==> config.mk <==
export PLATFORM = sky130hd
export DESIGN_NAME = cfg_port_bank
export DESIGN_NICKNAME = d
export VERILOG_FILES = /design/src/rtl/cfg_pkg.sv /design/src/rtl/cfg_key_fsm.sv /design/src/rtl/cfg_dev_bank.sv /design/src/rtl/cfg_port_bank.sv
export SDC_FILE = /design/constraint.sdc
export NUM_CORES = 1
export LEC_CHECK = 0
export BUFFER_PORTS_ARGS = -buffer_cell sky130_fd_sc_hd__buf_2
export CAP_MARGIN = 40
export CORE_MARGIN = 4
export CORE_UTILIZATION = 59
export DETAILED_ROUTE_END_ITERATION = 6
export MAX_ROUTING_LAYER = met4
export PLACE_DENSITY = 0.83
export SLEW_MARGIN = 40
export SYNTH_ARGS = -nofsm -noshare
export SYNTH_HDL_FRONTEND = slang
export SYNTH_SLANG_ARGS = --single-unit
export TNS_END_PERCENT = 100
==> constraint.sdc <==
create_clock -name clk -period 3.2 [get_ports clk]
set_input_delay 0.16 -clock clk [delete_from_list [all_inputs] [get_ports clk]]
set_output_delay 0.16 -clock clk [all_outputs]
set_load 0.005 [all_outputs]
==> src/rtl/cfg_pkg.sv <==
package cfg_pkg;
    localparam int IDX_W = 8;
    localparam int IRQ_W = 4;
    localparam int DMA_W = 3;

    localparam logic [7:0] KEY_OPEN  = 8'h87;
    localparam logic [7:0] KEY_CLOSE = 8'hAA;

    localparam logic [7:0] IX_DEVSEL = 8'h07;
    localparam logic [7:0] IX_BANK0  = 8'h30;
    localparam logic [7:0] IX_ENABLE = 8'h30;
    localparam logic [7:0] IX_BASE_H = 8'h60;
    localparam logic [7:0] IX_BASE_L = 8'h61;
    localparam logic [7:0] IX_IRQ0   = 8'h70;
    localparam logic [7:0] IX_IRQ0_T = 8'h71;
    localparam logic [7:0] IX_IRQ1   = 8'h72;
    localparam logic [7:0] IX_IRQ1_T = 8'h73;
    localparam logic [7:0] IX_DMA0   = 8'h74;
    localparam logic [7:0] IX_DMA1   = 8'h75;

    typedef enum logic [1:0] {
        ST_LOCKED   = 2'd0,
        ST_KEY_HALF = 2'd1,
        ST_OPEN     = 2'd2
    } key_state_t;
endpackage

==> src/rtl/cfg_key_fsm.sv <==
module cfg_key_fsm
    import cfg_pkg::*;
(
    input  logic       clk,
    input  logic       rst_n,
    input  logic       idx_wr,
    input  logic       data_wr,
    input  logic [7:0] wdata,
    output logic       unlocked
);
    key_state_t state_q, state_d;

    always_ff @(posedge clk) begin
        if (!rst_n) state_q <= ST_LOCKED;
        else        state_q <= state_d;
    end

    always_comb begin
        state_d = state_q;
        unique case (state_q)
            ST_LOCKED: begin
                if (idx_wr && wdata == KEY_OPEN) state_d = ST_KEY_HALF;
            end
            ST_KEY_HALF: begin
                if (idx_wr && wdata == KEY_OPEN)   state_d = ST_OPEN;
                else if (idx_wr || data_wr)        state_d = ST_LOCKED;
            end
            ST_OPEN: begin
                if (idx_wr && wdata == KEY_CLOSE)  state_d = ST_LOCKED;
            end
            default: state_d = ST_LOCKED;
        endcase
    end

    always_comb begin
        unlocked = (state_q == ST_OPEN);
    end

    AST_CLOSE_KEY_LOCKS: assert property (@(posedge clk) disable iff (!rst_n)
        (unlocked && idx_wr && wdata == KEY_CLOSE) |=> !unlocked);
    AST_OPEN_NEEDS_KEY: assert property (@(posedge clk) disable iff (!rst_n)
        $rose(unlocked) |-> $past(idx_wr && wdata == KEY_OPEN));
endmodule

==> src/rtl/cfg_dev_bank.sv <==
module cfg_dev_bank
    import cfg_pkg::*;
#(
    parameter logic [15:0] BASE_MASK = 16'h07F8
) (
    input  logic             clk,
    input  logic             rst_n,
    input  logic             wr_en,
    input  logic [7:0]       idx,
    input  logic [7:0]       wdata,
    output logic [7:0]       rdata,
    output logic [7:0]       enable,
    output logic [15:0]      base,
    output logic [IRQ_W-1:0] irq0,
    output logic [IRQ_W-1:0] irq1,
    output logic [1:0]       irq_pol,
    output logic [DMA_W-1:0] dma0,
    output logic [DMA_W-1:0] dma1
);
    always_ff @(posedge clk) begin
        if (!rst_n) begin
            enable  <= '0;
            base    <= '0;
            irq0    <= '0;
            irq1    <= '0;
            irq_pol <= '0;
            dma0    <= '0;
            dma1    <= '0;
        end else if (wr_en) begin
            case (idx)
                IX_ENABLE: enable     <= wdata;
                IX_BASE_H: base[15:8] <= wdata & BASE_MASK[15:8];
                IX_BASE_L: base[7:0]  <= wdata & BASE_MASK[7:0];
                IX_IRQ0:   irq0       <= wdata[IRQ_W-1:0];
                IX_IRQ0_T: irq_pol[0] <= wdata[1];
                IX_IRQ1:   irq1       <= wdata[IRQ_W-1:0];
                IX_IRQ1_T: irq_pol[1] <= wdata[1];
                IX_DMA0:   dma0       <= wdata[DMA_W-1:0];
                IX_DMA1:   dma1       <= wdata[DMA_W-1:0];
                default: ;
            endcase
        end
    end

    always_comb begin
        rdata = 8'h00;
        case (idx)
            IX_ENABLE: rdata = enable;
            IX_BASE_H: rdata = base[15:8];
            IX_BASE_L: rdata = base[7:0];
            IX_IRQ0:   rdata = {{(8-IRQ_W){1'b0}}, irq0};
            IX_IRQ0_T: rdata = {6'b0, irq_pol[0], 1'b0};
            IX_IRQ1:   rdata = {{(8-IRQ_W){1'b0}}, irq1};
            IX_IRQ1_T: rdata = {6'b0, irq_pol[1], 1'b0};
            IX_DMA0:   rdata = {{(8-DMA_W){1'b0}}, dma0};
            IX_DMA1:   rdata = {{(8-DMA_W){1'b0}}, dma1};
            default:   rdata = 8'h00;
        endcase
    end

    AST_BANK_HOLDS: assert property (@(posedge clk) disable iff (!rst_n)
        !wr_en |=> $stable({enable, base, irq0, irq1, irq_pol, dma0, dma1}));
endmodule

==> src/rtl/cfg_port_bank.sv <==
module cfg_port_bank
    import cfg_pkg::*;
#(
    parameter int                  NDEV       = 4,
    parameter logic [NDEV*16-1:0]  BASE_MASKS = 64'h0FF8_07F0_03FC_07F8
) (
    input  logic                  clk,
    input  logic                  rst_n,
    input  logic                  io_addr,
    input  logic                  io_wr,
    input  logic                  io_rd,
    input  logic [7:0]            io_wdata,
    output logic [7:0]            io_rdata,
    output logic [NDEV*8-1:0]     dev_en,
    output logic [NDEV*16-1:0]    dev_base,
    output logic [NDEV*IRQ_W-1:0] dev_irq0,
    output logic [NDEV*IRQ_W-1:0] dev_irq1,
    output logic [NDEV*2-1:0]     dev_irq_pol,
    output logic [NDEV*DMA_W-1:0] dev_dma0,
    output logic [NDEV*DMA_W-1:0] dev_dma1
);
    localparam logic [7:0] NDEV_B = 8'(NDEV);

    logic            idx_wr, data_wr, unlocked;
    logic [7:0]      idx_q, ldn_q;
    logic [NDEV-1:0] bank_wr;
    logic [7:0]      bank_rd [NDEV];
    logic            in_bank, ldn_ok;
    logic [7:0]      data_val;

    assign idx_wr  = io_wr && !io_addr;
    assign data_wr = io_wr &&  io_addr;
    assign in_bank = (idx_q >= IX_BANK0);
    assign ldn_ok  = (ldn_q < NDEV_B);

    cfg_key_fsm u_key (
        .clk      (clk),
        .rst_n    (rst_n),
        .idx_wr   (idx_wr),
        .data_wr  (data_wr),
        .wdata    (io_wdata),
        .unlocked (unlocked)
    );

    always_ff @(posedge clk) begin
        if (!rst_n) begin
            idx_q <= '0;
            ldn_q <= '0;
        end else if (unlocked) begin
            if (idx_wr && io_wdata != KEY_CLOSE) idx_q <= io_wdata;
            if (data_wr && idx_q == IX_DEVSEL)   ldn_q <= io_wdata;
        end
    end

    for (genvar d = 0; d < NDEV; d++) begin : g_bank
        assign bank_wr[d] = data_wr && unlocked && in_bank && (ldn_q == 8'(d));

        cfg_dev_bank #(
            .BASE_MASK (BASE_MASKS[d*16 +: 16])
        ) u_bank (
            .clk     (clk),
            .rst_n   (rst_n),
            .wr_en   (bank_wr[d]),
            .idx     (idx_q),
            .wdata   (io_wdata),
            .rdata   (bank_rd[d]),
            .enable  (dev_en[d*8 +: 8]),
            .base    (dev_base[d*16 +: 16]),
            .irq0    (dev_irq0[d*IRQ_W +: IRQ_W]),
            .irq1    (dev_irq1[d*IRQ_W +: IRQ_W]),
            .irq_pol (dev_irq_pol[d*2 +: 2]),
            .dma0    (dev_dma0[d*DMA_W +: DMA_W]),
            .dma1    (dev_dma1[d*DMA_W +: DMA_W])
        );
    end

    always_comb begin
        data_val = 8'h00;
        for (int d = 0; d < NDEV; d++) begin
            if (ldn_q == 8'(d)) data_val = bank_rd[d];
        end
        if (!in_bank)    data_val = (idx_q == IX_DEVSEL) ? ldn_q : 8'h00;
        else if (!ldn_ok) data_val = 8'hFF;
    end

    always_comb begin
        if (!io_rd)         io_rdata = 8'h00;
        else if (!unlocked) io_rdata = 8'hFF;
        else if (!io_addr)  io_rdata = idx_q;
        else                io_rdata = data_val;
    end

    AST_LOCKED_LDN_HOLD: assert property (@(posedge clk) disable iff (!rst_n)
        !unlocked |=> $stable(ldn_q));
    AST_LOCKED_IDX_HOLD: assert property (@(posedge clk) disable iff (!rst_n)
        !unlocked |=> $stable(idx_q));
    AST_ONE_BANK_WRITE: assert property (@(posedge clk) disable iff (!rst_n)
        $onehot0(bank_wr));
    AST_NO_BANK_OUT_OF_RANGE: assert property (@(posedge clk) disable iff (!rst_n)
        !ldn_ok |-> (bank_wr == '0));
endmodule

==> metrics <==
Hold WC Path Type primary input to register; worst hold start io_wdata[7]; maximum number of pins on one net before global-route repair 91; area of the multi-input gates about 4400 sq um; clock latency on the worst-skew pair 430 ps; Min-Delay Path Depth 3; actual transition at the worst max-transition pin 848 ps; crit path capture type output port; Nets approximately 1.1k; DP Wirelength 18200 um; proportion of layout cells with a drive suffix above 1 23.6%; Syn. warnings 0; Final Critical Period 3120 ps; skew final ~8.2 ps; Final Max Slew Viols 0; Via density 6.22; CP Cell Sequence nor4_4 -> and4b_1 -> a221o_1 -> a211oi_1 -> o31a_1 -> o41ai_1 -> buf_2; row count about 40; CTS Hold Buffers Added 0; multiplexer share of the synthesized area about 11%; # port buffers about 150; Rel. slew slack 43.3%; Finished Layout Cells 1222; Final period util 97.4%; Psw around 950 uW; RSZ-0062 raised after global routing no; CTS tree yes; top-count cell post-synth dfxtp_1; GRT overflow 0; CP required between 3000 and 4000 ps; Routed Antenna Nets 0; Setup violations, final 0; Yosys cell types 62; vias in the first global route 7041; Setup CP Type register to output port; ys flop type dfxtp_1; CP Launch Type register; filler cell count in the final layout 1027; CP max FO 11; Clk pin slew, worst setup/hold paths 70 ps; TritonCTS Buffers 17; DRC Markers 0; Avg WL per Cell approximately 21 um; placed instance count between 1k and 1.5k; initial DRC count around 1k; worst stage delay on the critical path slightly below 500 ps; r2r setup slk between 400 and 500 ps; initial antenna violation count 0; Sequential Area 2920 sq um; crit path max-delay cell type nor4_4; Flop pwr share between 40% and 50%; Yosys top cell area share between 30% and 40%; logic gate share of total power 3.4%; die width about 120 um; Total GRT Usage roughly a third; Post-synth EDFFs 0; register area share after synthesis 37.5%; worst r2r dst g_bank[2].u_bank.enable[2]; Post-CTS Setup Bufs 0; Fmax achieved ~320 MHz; Switching Share a little under a quarter; post-synthesis xor/xnor area fraction 0%; clock buffer depth 2; Yosys reg bits around 150; CP arrival 2960 ps; synth cell count leaders dfxtp_1 (146), nand2_1 (118), o21ai_0 (83); # IOs 181; CP Buf/Inv Count 1; routability cong. 0.959; H-tree Lvls 4; Clk pwr share between 50% and 60%; Worst Setup SP idx_q[1]; main combinational cell family by area after synthesis compound AO/OA/AOI/OAI gates; CTS resizes 0; syn_area_per_cell roughly 8.5 sq um; first-pass GRT wire length 39700 um; DR pass1 iterations 6; CTS root buf clkbuf_16; Syn-to-layout area delta 17.5%; Synth Area in Simple Gates between 20% and 30%; largest cells by area after synthesis dfxtp_1 (37%), mux2i_1 (8.9%), a21boi_0 (7.6%), nor2b_1 (5.9%), nand2_1 (5.7%); CTS sink cnt between 100 and 150; Pleak roughly 0.0036 uW; DIE HEIGHT about 120 um; largest area contributor in the netlist dfxtp_1; ys async rst share 0%; Via Count 7605; die area 15100 sq um; Power Internal 3060 uW; Initial Utilization 61.0%; cell family with most CP delay compound AO/OA/AOI/OAI gates; Cells after Synth just over 900; Core Footprint between 10000 and 15000 sq um; Final Hold Fails 0; Syn Std Cell Area 7790 sq um; power density over cell area approximately 440 nW/um^2; final setup TNS 0 ps; VDD IR max between 0.0005 and 0.0006 V; final wirelength between 20000 and 30000 um; Critical R2R Launch idx_q[4]; Compound-Gate Fraction of Synth Area between 20% and 30%; Max Cap Viol 0; adder-cell share of the synthesized area 0%; FF-to-FF path depth 8; Min-Delay Endpoint g_bank[2].u_bank.enable[7]; status completed; # diodes 0
sequential cells by signal (all words and copies together), names as in the netlist:
name                   cells
g_bank.u_bank.irq0        16
u_key.state_q              2
g_bank.u_bank.dma1        12
idx_q                      8
g_bank.u_bank.irq1        16
g_bank.u_bank.enable      32
g_bank.u_bank.dma0        12
g_bank.u_bank.base        32
g_bank.u_bank.irq_pol      8
ldn_q                      8
worst max-delay path by stage:
stage | to | depth (start not counted)
final | io_rdata[1] | 7
after global routing | io_rdata[3] | 7
after CTS | io_rdata[7] | 8
after detailed placement | io_rdata[3] | 7
after global placement | io_rdata[3] | 7
after floorplan | io_rdata[3] | 7
power by group through the flow:
stage                     logic [uW]  registers [uW]  clock network [uW]
after global routing             145            1820                2150
after CTS                        131            1820                2070
after floorplan                  115            1860                   0
after detailed placement         130            1860                   0
after global placement           130            1860                   0
final                            135            1820                2060
worst register-to-register path: stages (launching register included):
cell and delay (ps):
dfxtp_1 500, buf_4 270, a211o_1 220, nand3_1 180, or3_1 620, buf_4 310, nor2_4 250, nand2_1 120
a21boi_0 180
area by class of cell:
class                           count  area share [%]
Inverter                            4           0.164
Tap cell                          172            2.35
Sequential cell                   146            31.9
Clock inverter                     14            1.83
Timing Repair Buffer              178            10.7
Clock buffer                       18            4.80
Multi-Input combinational cell    690            48.2
layer usage:
metal | part of all wire (%) | up-vias | wire length (um) | GRT usage, %
met2 | 45 | 493 | 11700 | 52.4
met3 | 10 | 55 | 2700 | 6.08
met1 | 42 | 3609 | 10700 | 48.4
li1 | - | 3448 | - | -
met5 | 0 | - | 0 | -
met4 | 2.7 | 0 | 690 | 12.2
cells by family after synthesis:
| group | Yosys count |
|---|---|
| AOI/OAI and AO/OA | 262 |
| buffers and inverters | 114 |
| DFF | 146 |
| muxes | 84 |
| other | 1 |
| and+or+nand+nor | 312 |
cells in the final DEF (no fill, tap or decap), drive strengths merged, types with 5 or more instances in the layout:
cell,n
nand3,25
buf,178
a31oi,5
a2111oi,5
o21ai,83
conb,32
nor2b,74
clkbuf,18
a221o,5
inv,10
mux2,15
a211oi,12
a21boi,82
nor4,7
dfxtp,146
nand2,118
a22oi,9
mux2i,69
a21oi,21
nor2,46
a221oi,15
per-stage QoR:
step	power (uW)	instance area, sq um	setup WS (ps)	hold slack, ps	utilization [%]
floorplan	1970	7910	1060	377	-
detailed placement	1990	8530	539	483	66.7
global placement	1990	8530	473	474	66.7
finish	4010	9160	84.0	133	71.7
global route	4110	9160	19.4	139	71.7
CTS	4020	9130	59.9	117	71.5
(Power assumes the default switching activity.)
